## src/rtl/aux_addr_unit.sv

```systemverilog
module aux_addr_unit #(
  parameter int DW   = 16,
  parameter int NREG = 8,
  parameter int PGW  = 9
) (
  input  logic                    clk,
  input  logic                    rst_n,
  input  logic [DW-1:0]           bus_data,
  input  logic [DW-1:0]           imm_data,
  input  logic                    src_imm,
  input  logic                    ar_we,
  input  logic [$clog2(NREG)-1:0] wr_idx,
  input  logic                    ptr_we,
  input  logic                    page_we,
  input  logic                    acc_en,
  input  logic [2:0]              mode,
  input  logic                    ptr_ld,
  input  logic [$clog2(NREG)-1:0] ptr_new,
  input  logic                    dir_sel,
  input  logic [DW-PGW-1:0]       dir_off,
  input  logic [$clog2(NREG)-1:0] rd_idx,
  output logic [DW-1:0]           mem_addr,
  output logic [DW-1:0]           rd_data,
  output logic [$clog2(NREG)-1:0] ptr_out,
  output logic [PGW-1:0]          page_out
);
  localparam int PTRW = $clog2(NREG);
  localparam logic [2:0] M_INC = 3'd1, M_DEC = 3'd2, M_ADD = 3'd3,
                         M_SUB = 3'd4, M_RADD = 3'd5, M_RSUB = 3'd6;

  logic [DW-1:0]   regs [NREG];
  logic [PTRW-1:0] ptr;
  logic [PGW-1:0]  page;
  logic [DW-1:0]   nxt;

  wire [DW-1:0] ld_val = src_imm ? imm_data : bus_data;
  wire [DW-1:0] cur    = regs[ptr];
  wire [DW-1:0] idx    = regs[0];
  wire          ind    = acc_en & ~dir_sel;
  wire          do_mod = ind & (mode != 3'd0) & (mode != 3'd7);

  function automatic logic [DW-1:0] flip(input logic [DW-1:0] v);
    for (int b = 0; b < DW; b++) flip[b] = v[DW-1-b];
  endfunction

  always_comb begin
    case (mode)
      M_INC:   nxt = cur + DW'(1);
      M_DEC:   nxt = cur - DW'(1);
      M_ADD:   nxt = cur + idx;
      M_SUB:   nxt = cur - idx;
      M_RADD:  nxt = flip(flip(cur) + flip(idx));
      M_RSUB:  nxt = flip(flip(cur) - flip(idx));
      default: nxt = cur;
    endcase
  end

  always_ff @(posedge clk) begin
    if (!rst_n) begin
      for (int i = 0; i < NREG; i++) regs[i] <= '0;
      ptr  <= '0;
      page <= '0;
    end else begin
      for (int i = 0; i < NREG; i++) begin
        if (ar_we && wr_idx == PTRW'(i)) regs[i] <= ld_val;
        else if (do_mod && ptr == PTRW'(i)) regs[i] <= nxt;
      end
      if (ptr_we)           ptr <= ld_val[PTRW-1:0];
      else if (ind && ptr_ld) ptr <= ptr_new;
      if (page_we) page <= ld_val[PGW-1:0];
    end
  end

  assign mem_addr = dir_sel ? {page, dir_off} : cur;
  assign rd_data  = regs[rd_idx];
  assign ptr_out  = ptr;
  assign page_out = page;
endmodule


```

## config.mk

```make
export PLATFORM = sky130hd
export DESIGN_NAME = aux_addr_unit
export DESIGN_NICKNAME = d
export VERILOG_FILES = /design/src/rtl/aux_addr_unit.sv
export SDC_FILE = /design/constraint.sdc
export NUM_CORES = 1
export LEC_CHECK = 0
export ABC_CLOCK_PERIOD_IN_PS = 10800
export BUFFER_PORTS_ARGS = -buffer_cell sky130_fd_sc_hd__buf_2
export CAP_MARGIN = 20
export CORE_MARGIN = 2
export CORE_UTILIZATION = 55
export DETAILED_ROUTE_END_ITERATION = 7
export PLACE_DENSITY = 0.75
export SLEW_MARGIN = 40
export SYNTH_ARGS = -nofsm -noshare
export SYNTH_HDL_FRONTEND = slang
export SYNTH_SLANG_ARGS = --single-unit
```

## constraint.sdc

```tcl
create_clock -name clk -period 10.8 [get_ports clk]
set_input_delay 0.54 -clock clk [delete_from_list [all_inputs] [get_ports clk]]
set_output_delay 0.54 -clock clk [all_outputs]
set_load 0.02 [all_outputs]
```

## Yosys cells after proc, flatten, opt, wreduce, memory -nomap -nowiden

Memories as Yosys holds them, arrays and structs flattened. A register that Yosys moved wholly into a read port is not among the register bits.
Cells that the tools add are included.

- Logic and storage cells: 151
- Register bits: 12
- Bits in writable memories: 128
- Memories kept: 1

- Reductions and logical operators: 21
- Equal/unequal tests: 21
- Mux-type cells: 80
- Add/sub/neg operators: 6
- Bitwise gates (word level): 20

Memories:

| memory | depth | width | rd ports | clocked after memory_dff | write ports | RTL line | text |
|---|---|---|---|---|---|---|---|
| regs | 8 | 16 | 3 | 1 | 8 | 31 | `logic [DW-1:0] regs [NREG];` |

Operators by type and width:

| operator | number |
|---|---|
| $mux W16 | 18 |
| $pmux W16 S6 | 1 |
| $mux W1 | 57 |
| $eq A3 B3 Y1 const B | 11 |
| $add A16 B16 Y16 | 2 |
| $sub A16 B16 Y16 | 2 |
| $eq A3 B2 Y1 const B | 6 |
| $logic_and A1 B1 Y1 | 17 |
| $add A16 B1 Y16 const B | 1 |
| $or A1 B1 Y1 | 16 |
| $sub A16 B1 Y16 const B | 1 |
| $mux W3 | 4 |
| $eq A3 B1 Y1 const B | 3 |
| $logic_not A3 Y1 | 2 |
| $and A1 B1 Y1 | 3 |
| $ne A3 B3 Y1 const B | 1 |
| $reduce_bool A3 Y1 | 1 |
| $reduce_bool A2 Y1 | 1 |
| $not A1 Y1 | 1 |

## Longest topological paths before layout

Gate-level depths: netlist (run 1).

- Depth in word-level cells: 10
- Gate-level depth with buffers: 18

## Worst setup path before layout (run 1)

Ideal clock, no wire load.

- Kind: register to register
- From: register with a tool-made name
- To: memory regs[1][2] (data pin)
- Setup slack: 6410 ps
- Data required time: 10517 ps
- Buffers on the path: 5
- Stages on the path, launching flop included: 17
- Arrival time: 4107 ps
- Cell sequence: dfxtp_1 -> buf_6 -> buf_8 -> buf_2 -> buf_2 -> mux4_2 -> mux2_2 -> ha_1 -> clkbuf_1 -> a21oi_1 -> o311a_1 -> o21ai_0 -> a21oi_1 -> xnor2_1 -> a221oi_1 -> a21boi_1 -> o22ai_1

RTL lines:

| what | RTL line |
|---|---|
| to (decl) | 31 |

==> results of run 1 <==
-- cell type report --
cell class / instances / area [µm²] / area share
repair buffers: 119 / 652 / 0.0512
clock buffers: 18 / 429 / 0.0337
clock inverters: 14 / 181 / 0.0143
inverters: 45 / 169 / 0.0133
flip-flops and latches: 143 / 4150 / 0.326
multi-input cells: 801 / 6810 / 0.535
well taps: 270 / 338 / 0.0265
-- kinds of logic after synthesis --
logic type      share of synthesized area
compound gates                      0.200
mux                                 0.206
xor+xnor                           0.0197
flops                               0.364
simple gates                        0.108
buf+inv                            0.0452
fa+ha+maj                          0.0567
-- power breakdown --
group	internal, µW	leakage [µW]	switching (µW)
Combinational	250	0.00324	413
Sequential	641	0.00145	29.4
Clock	369	0.000292	256
-- worst max-delay path by stage --
stage	cells after the start	end	slack [ns]
after detailed placement	15	regs[3][11]$_SDFFCE_PN0P_	5.21
after floorplan	16	regs[1][2]$_SDFFCE_PN0P_	6.41
after CTS	15	regs[3][10]$_SDFFCE_PN0P_	5.63
final	16	regs[4][15]$_SDFFCE_PN0P_	5.63
after global placement	15	regs[0][13]$_SDFFCE_PN0P_	5.17
after global routing	16	regs[5][15]$_DFFE_PP_	5.40
-- metrics by stage --
step,hold WS (ns),util
floorplan,0.565,-
global placement,0.482,0.590
detailed placement,0.487,0.596
CTS,0.392,0.626
global route,0.409,0.627
finish,0.399,0.627
-- worst max-delay path, delay by kind of cell (launching register included) --
kind            cells  cell delay, ns
compound gates      6            1.59
simple gates        5            1.65
buf+inv             2            0.22
flops               1            0.50
fa+ha+maj           2            0.62
xor+xnor            1            0.29
-- per-layer routing --
metal,vias to the layer above,GRT usage,routed length [µm],part of all wire
met5,-,0,0,0
met4,0,0.156,1790,0.046
met3,175,0.0769,5390,0.14
met2,922,0.563,18200,0.47
met1,4875,0.465,13500,0.35
li1,4384,-,-,-
-- state kept, by name, indices dropped and copies added, names as in the netlist, named ones only --
signal / cells
regs: 128
ptr_out: 3
page_out: 9
-- layout by cell type (no fill, tap or decap), types with 5 or more instances in the layout --
master     count
mux2i_1       30
nand4_1        9
nor2b_1        9
nand2b_1      18
nand3_1       10
o21a_1         9
xnor2_1       18
nand2_1       58
o21bai_1       6
a31oi_1        8
mux4_2        62
ha_1          46
o22ai_1       87
a221oi_1      10
or3_1         11
a211oi_1      20
buf_2        103
and3_1         5
o32ai_1       10
mux2_2        46
a21oi_1       63
mux2i_2        8
nor2_1        56
nor3_2         5
clkbuf_16     17
a21o_1        18
or3_2          5
nor3_1        15
nor4_1         8
xor2_1         5
dfxtp_1       14
buf_4         12
inv_1         42
o21ai_0       46
edfxtp_1     128
==> metrics.csv, run 1 <==
metric;value;unit
ff2ff_path_depth;16;
critPathCaptureType;register;
clkSlewWorstSetupHoldPaths;0.06;ns
power;1960;µW
vias;10356;
finalWirelength;38900;µm
dr.pass1.iters;8;
antenna_found_initial;0;
yosys.area.top_type_share;0.338;
drive_above_1_share;0.268;
outcome;finished clean;
ys_async_sr_fraction;0;
grt_pass1_wl;57300;µm
required;10.94;ns
syn_avg_cell_area;10.7;µm²
worstHoldPathCells;2;
layout_min_cycle_time;5.17;ns
critical_path.slowest_cell;o21ai_1;
cts_tree;built;
synth_edf_count;128;
synth_area_leaders;edfxtp_1 34%, mux4_2 12%, ha_1 5.1%;
cp_max_fo;8;
area_delta_synth_final;11.8;%
place_area;0.0121;mm²
wl_per_cell;27.6;µm
instances_no_fill;1410;
port-buffer-count;103;
setup_tns;0;ns
synth_top_area_cell;edfxtp_1;
worstPathArrival;5.32;ns
rsz0062_at_grt;false;
crit_chain;inv_1 -> ha_1 -> or3b_4 -> or3_4 -> or3_4 -> or3_4 -> nor3_4 -> a21o_1 -> a21oi_1 -> o21bai_1 -> ha_1 -> inv_1 -> o41ai_1 -> xnor3_1 -> o21ai_1 -> o22ai_1;
seq_area_frac_synth;0.364;
cts_num_sinks;143;
htreeDepth;4;
fin_ws;5.63;ns
die_h;148;µm
clock_latency;0.43;ns
final_hold_viol_count;0;
drc;0;
dp.cells;1378;
yosys_warnings;0;
finalInstanceArea;0.0127;mm²
start_util;0.561;
r2r_start;regs[0][1]$_SDFFCE_PN0P_;
peakVddDrop;0.000105;V
synth_nets;1178;
synth_common_cells;128 x edfxtp_1, 87 x o22ai_1, 63 x a21oi_1;
slew_violations;0;
grt-ovfl-total;0;
ys_ff_latch;143;
grt_util_all_layers;0.352;
cts_setup_buffers;0;
drt_iter0_drc;1563;
worst_pin_slew;0.877;ns
dp_hpwl;26500;µm
maxSlewHeadroom;0.414;
path_class;reg -> reg;
row_count;52;
clk_path_buf_depth;2;
coreArea;0.0203;mm²
grt_max_degree;33;
start_kind;register;
min_period_over_period;0.479;
cts_root_buf;clkbuf_16;
die_area;0.0219;mm²
pin_count;104;
synth_ff_type;edfxtp_1;
crit_top_cell;or3_4;
fin_nets;1236;
antenna_cells;0;
die_w;148;µm
first_global_vias;9888;
viasPerCell;7.34;
cts_hold_buf;0;
cts_made_buffers;17;
clock_skew;0.00972;ns
num-fill-cells;1617;
synth_most_common_cell;edfxtp_1;
post_cts_resized;0;
fmax;0.193;GHz
r2r-end;regs[4][15]$_SDFFCE_PN0P_;
syn_inst;1069;
max_cap_viol_count;0;
p_leak;0.00499;µW
drtAntennaViolNets;0;
preCtsSetupSlack;5.21;ns
gp_congestion;0.972;
synth_cell_type_count;87;
power_density;154;mW/mm²
hold_path_class;in -> reg;
rrSetupSlack;5.63;ns
synth_area;0.0114;mm²
setup_viol;0;
hold_start;ptr_we;
worst_path_largest_cell_delay;0.52;ns
crit_path_start;regs[0][1]$_SDFFCE_PN0P_;
(Power assumes the default switching activity.)
==> inputs of run 2 (changes only) <==
ABC_AREA = 1   (was unset)
ABC_CLOCK_PERIOD_IN_PS = 4700   (was 10800)
PLACE_DENSITY = 0.77   (was 0.75)
clock period = 4.7 ns   (was 10.8 ns; I/O delays follow)
==> metrics.csv, run 2 <==
metric;value;unit
outcome;finished clean;
cp_max_fo;28;
yosys.area.top_type_share;0.317;
p_leak;0.00625;µW
hold_end;page_out[8]$_SDFFE_PN0P_;
pin_count;104;
cts_tree;built;
coreArea;0.0218;mm²
synth_cell_type_count;43;
hold_start;page_we;
drc;0;
required;4.85;ns
port-buffer-count;103;
preCtsSetupSlack;0.513;ns
layout_common_cells;392 x nand2_1, 287 x o21ai_0, 228 x inv_1;
synth_area;0.0121;mm²
clock_skew;0.0141;ns
rsz0062_at_grt;false;
setup_tns;0;ns
dp_hpwl;34800;µm
wl_per_cell;22.0;µm
multiInputGateArea;0.00677;mm²
syn_avg_cell_area;6.69;µm²
antenna_cells;0;
grt_max_degree;98;
drt_iter0_drc;2263;
die_h;153;µm
seq_area_frac_synth;0.341;
syn_inst;1815;
area_delta_synth_final;12.4;%
p_switching;1870;µW
peakVddDrop;0.000301;V
num-fill-cells;2008;
synth_nets;1924;
die_w;153;µm
finalWirelength;48400;µm
htreeDepth;4;
grt-ovfl-total;0;
rrSetupSlack;0.36;ns
min_period_over_period;0.923;
internal_power;2700;µW
viasPerCell;6.29;
synth_ff_type;edfxtp_1;
fin_ws;0.363;ns
pwr-share-seq;0.333;
switching_share;0.409;
critical_path.slowest_cell;dfxtp_2;
antenna_found_initial;0;
top_register;regs;
crit_top_cell;o21ai_0;
clk_path_buf_depth;2;
vias;13817;
dr.pass1.iters;8;
critPathCaptureType;register;
die_area;0.0233;mm²
worstPathArrival;4.49;ns
worstHoldPathCells;3;
r2r-end;regs[7][9]$_SDFFCE_PN0P_;
setup_viol;0;
cts_root_buf;clkbuf_16;
gp_congestion;1.00;
clock_latency;0.44;ns
ys_ff_latch;143;
maxSlewHeadroom;0.472;
combPwrFrac;0.372;
worst_pin_slew;0.788;ns
cts_made_buffers;17;
synth_common_cells;394 x nand2_1, 287 x o21ai_0, 229 x inv_1;
fmax;0.231;GHz
first_global_vias;12540;
power_density;335;mW/mm²
cts_setup_buffers;0;
synth_most_common_cell;nand2_1;
yosys_warnings;0;
crit_chain;o21ai_0 -> o21ai_0 -> a21oi_1 -> a31oi_1 -> ha_1 -> a21oi_1 -> o21ai_0 -> nand2_1 -> nand2_1 -> o21ai_0 -> nand4_1 -> nand2_1 -> o21ai_0;
drtAntennaViolNets;0;
drive_above_1_share;0.116;
holdWs;0.0918;ns
slew_violations;0;
synth_edf_count;128;
final_hold_viol_count;0;
layout_min_cycle_time;4.34;ns
path_class;reg -> reg;
hold_path_class;in -> reg;
regArea;0.00415;mm²
power;4570;µW
fin_nets;2013;
clkPwrFrac;0.295;
row_count;54;
ys_async_sr_fraction;0;
synth_top_area_cell;edfxtp_1;
synth_area_leaders;edfxtp_1 32%, nand2_1 12%, o21ai_0 12%;
start_util;0.558;
mostFrequentLayoutCell;nand2_1;
cts_num_sinks;143;
worst_path_largest_cell_delay;0.74;ns
grt_util_all_layers;0.407;
largest_reg_flops;128;
max_cap_viol_count;0;
ff2ff_path_depth;13;
start_kind;register;
grt_pass1_wl;72500;µm
clkSlewWorstSetupHoldPaths;0.06;ns
## run 2: changes by cell type in the layout (fill, tap and decap cells not counted), sizes merged, moves of 34 or more
| cell | before | now |
|---|---|---|
| nand2 | 59 | 396 |
| o21ai | 51 | 290 |
| inv | 48 | 241 |
| nor2 | 58 | 177 |
| a21oi | 64 | 174 |
| nand3 | 13 | 108 |
| o22ai | 87 | 9 |
| mux4 | 64 | 0 |
| mux2 | 46 | 0 |
| mux2i | 38 | 4 |
## run 2: worst max-delay path by stage
stage,startpoint,endpoint,cells past startpoint
6_report,register,regs[7][9]$_SDFFCE_PN0P_,13
5_1_grt,register,regs[5][1]$_DFFE_PP_,18
4_1_cts,regs[0][0]$_SDFFCE_PN0P_,regs[3][15]$_SDFFCE_PN0P_,21
3_5_place_dp,regs[0][0]$_SDFFCE_PN0P_,regs[3][15]$_SDFFCE_PN0P_,21
3_3_place_gp,regs[0][0]$_SDFFCE_PN0P_,regs[5][15]$_DFFE_PP_,21
2_1_floorplan,regs[0][0]$_SDFFCE_PN0P_,regs[1][15]$_SDFFCE_PN0P_,21
## run 2: layout make-up
class / instances / area share
clock buffers: 17 / 0.0312
well taps: 280 / 0.0257
clock inverters: 15 / 0.0115
multi-input cells: 1349 / 0.496
flip-flops and latches: 143 / 0.304
inverters: 242 / 0.0665
repair buffers: 151 / 0.0660
## run 2: logic make-up (layout without fill, tap and decap cells)
| logic type | count (synthesis) | count (layout) | synth area share |
|---|---|---|---|
| and+or+nand+nor | 745 | 745 | 0.259 |
| DFF | 143 | 143 | 0.341 |
| AOI/OAI and AO/OA | 550 | 550 | 0.241 |
| adders and majority gates | 49 | 49 | 0.0523 |
| xor gates and xnor gates | 1 | 1 | 0.000721 |
| muxes | 4 | 4 | 0.00330 |
| buffers and inverters | 323 | 425 | 0.102 |
## run 2: metal layers
layer / share of wire / global-route usage / up-vias
met5: 0 / 0 / -
met4: 0.053 / 0.185 / 0
met3: 0.13 / 0.0902 / 213
met2: 0.42 / 0.620 / 1041
met1: 0.39 / 0.557 / 6237
li1: - / - / 6326
## run 2: timing repair
action                     4_1_cts  5_1_grt
hold buffers                     0        0
resized for setup                0        1
setup endpoints to repair        0        5
## run 2: power by group through the flow
stage	Sequential (µW)	Combinational (µW)	Clock, µW
final	1520	1700	1350
after global routing	1530	1840	1390
after CTS	1520	1640	1340
after detailed placement	1550	1630	0
after global placement	1540	1620	0
after floorplan	1540	1040	0
## run 2: critical path, delay by kind of cell (launching register included)
kind                       cells  cell delay [ns]
and+or+nand+nor                4             0.90
DFF                            1             0.74
AOI/OAI and AO/OA              8             1.93
adders and majority gates      1             0.47
## run 2: metrics by stage
stage | cell area (µm²) | utilization | std cells
after floorplan | 12100 | - | 1815
after detailed placement | 13100 | 0.601 | 2165
final | 13700 | 0.628 | 2197
after global placement | 13100 | 0.600 | 2165
after CTS | 13600 | 0.627 | 2197
after global routing | 13700 | 0.628 | 2197
==> inputs of run 3 (changes only) <==
ABC_AREA = unset   (was 1)
PLACE_DENSITY = 0.78   (was 0.77)
==> metrics.csv, run 3 (synthesis gave the netlist of run 1 again) <==
metric;value;unit
outcome;finished clean;
coreArea;0.0203;mm²
grt-ovfl-total;0;
port-buffer-count;103;
cts_tree;built;
drc;0;
fmax;0.220;GHz
grt_pass1_wl;59700;µm
layout_common_cells;128 x edfxtp_1, 102 x buf_2, 87 x o22ai_1;
wl_per_cell;27.6;µm
slew_violations;0;
gp_congestion;0.976;
fin_nets;1289;
drive_above_1_share;0.296;
worst_pin_slew;0.906;ns
antenna_found_initial;2;
place_area;0.0125;mm²
viasPerCell;7.27;
dp_hpwl;27900;µm
cts_made_buffers;17;
start_util;0.561;
setup_viol;0;
vias;10637;
critPathCaptureType;register;
drtAntennaViolNets;0;
cts_hold_buf;0;
clk_path_buf_depth;2;
cp_max_fo;6;
clkSlewWorstSetupHoldPaths;0.06;ns
cts_num_sinks;143;
clock_latency;0.42;ns
required;4.83;ns
num-fill-cells;1575;
path_class;reg -> reg;
die_area;0.0219;mm²
max_cap_viol_count;0;
hold_path_class;in -> reg;
top_register;regs;
final_hold_viol_count;0;
die_w;148;µm
pin_count;104;
drt_iter0_drc;1713;
min_period_over_period;0.966;
p_leak;0.00524;µW
grt_util_all_layers;0.365;
mostFrequentLayoutCell;edfxtp_1;
dr.pass1.iters;6;
area_delta_synth_final;15.1;%
peakVddDrop;0.000246;V
first_global_vias;10133;
power_density;346;mW/mm²
setup_tns;0;ns
finalInstanceArea;0.0131;mm²
largest_reg_flops;128;
die_h;148;µm
row_count;52;
preCtsSetupSlack;0.0296;ns
finalWirelength;40300;µm
layout_min_cycle_time;4.54;ns
clock_skew;0.00967;ns
cts_root_buf;clkbuf_16;
grt_max_degree;33;
worstPathArrival;4.67;ns
start_kind;register;
holdWs;0.0969;ns
fin_ws;0.158;ns
maxSlewHeadroom;0.395;
htreeDepth;4;
## run 3: changes by cell type in the layout (fill, tap and decap cells not counted), moves of 26 or more
cell	change
nand2_1	-335
o211ai_1	-26
o21ai_0	-241
nor2_1	-118
inv_1	-185
mux4_2	+62
o22ai_1	+78
mux2i_1	+28
nand3_1	-92
a21oi_1	-111
mux2_2	+46
## run 3: per-stage QoR
| stage | utilization | power [µW] | cells |
|---|---|---|---|
| after global routing | 0.646 | 4670 | 1462 |
| after global placement | 0.613 | 3100 | 1428 |
| after floorplan | - | 2590 | 1069 |
| after CTS | 0.642 | 4450 | 1459 |
| after detailed placement | 0.614 | 3130 | 1428 |
| final | 0.646 | 4540 | 1463 |
## run 3: worst paths after layout
check / startpoint / to / slack, ns / cells after the start
max reg2reg: regs[0][0]$_SDFFCE_PN0P_ / regs[5][11]$_DFFE_PP_ / 0.16 / 18
min reg2reg: page_out[1]$_SDFFE_PN0P_ / page_out[1]$_SDFFE_PN0P_ / 0.55 / 2
min: ptr_we / ptr_out[1]$_SDFFE_PN0N_ / 0.1 / 2
max: regs[0][0]$_SDFFCE_PN0P_ / regs[5][11]$_DFFE_PP_ / 0.16 / 18
## run 3: critical path, stage by stage (launching register included)
cell      delay [ns]
edfxtp_1        0.42
inv_1           0.13
ha_1            0.19
or3b_4          0.39
or3_4           0.35
or3_4           0.35
nor2_1          0.11
nor2_1          0.05
o22ai_1         0.13
ha_1            0.32
nand4_1         0.17
inv_1           0.07
a221oi_2        0.28
o211a_1         0.30
o21ba_2         0.17
o311ai_1        0.08
buf_4           0.19
o21ai_1         0.35
o22ai_1         0.20
## run 3: repair_timing
action / 4_1_cts / 5_1_grt
resized for setup: 0 / 6
setup buffers: 0 / 3
setup endpoints to repair: 0 / 41
## run 3: per-layer routing
metal | vias up | track usage | part of all wire
met2 | 982 | 0.591 | 0.46
met4 | 2 | 0.155 | 0.047
met1 | 5011 | 0.475 | 0.35
li1 | 4465 | - | -
met5 | - | 0 | 0.00035
met3 | 177 | 0.0833 | 0.14
## run 3: layout make-up
class | count | area (µm²) | share of cell area
multi-input combinational | 801 | 6800 | 0.519
tap | 270 | 338 | 0.0258
clock inverter | 13 | 148 | 0.0113
antenna | 1 | 2.50 | 0.000191
inverter | 45 | 169 | 0.0129
sequential | 143 | 4150 | 0.316
clock buffer | 18 | 429 | 0.0327
timing repair buffer | 172 | 1070 | 0.0819
## run 3: power by group
group	switching (µW)	internal, µW
logic	990	664
registers	66.5	1470
clock network	520	823
total	1580	2960
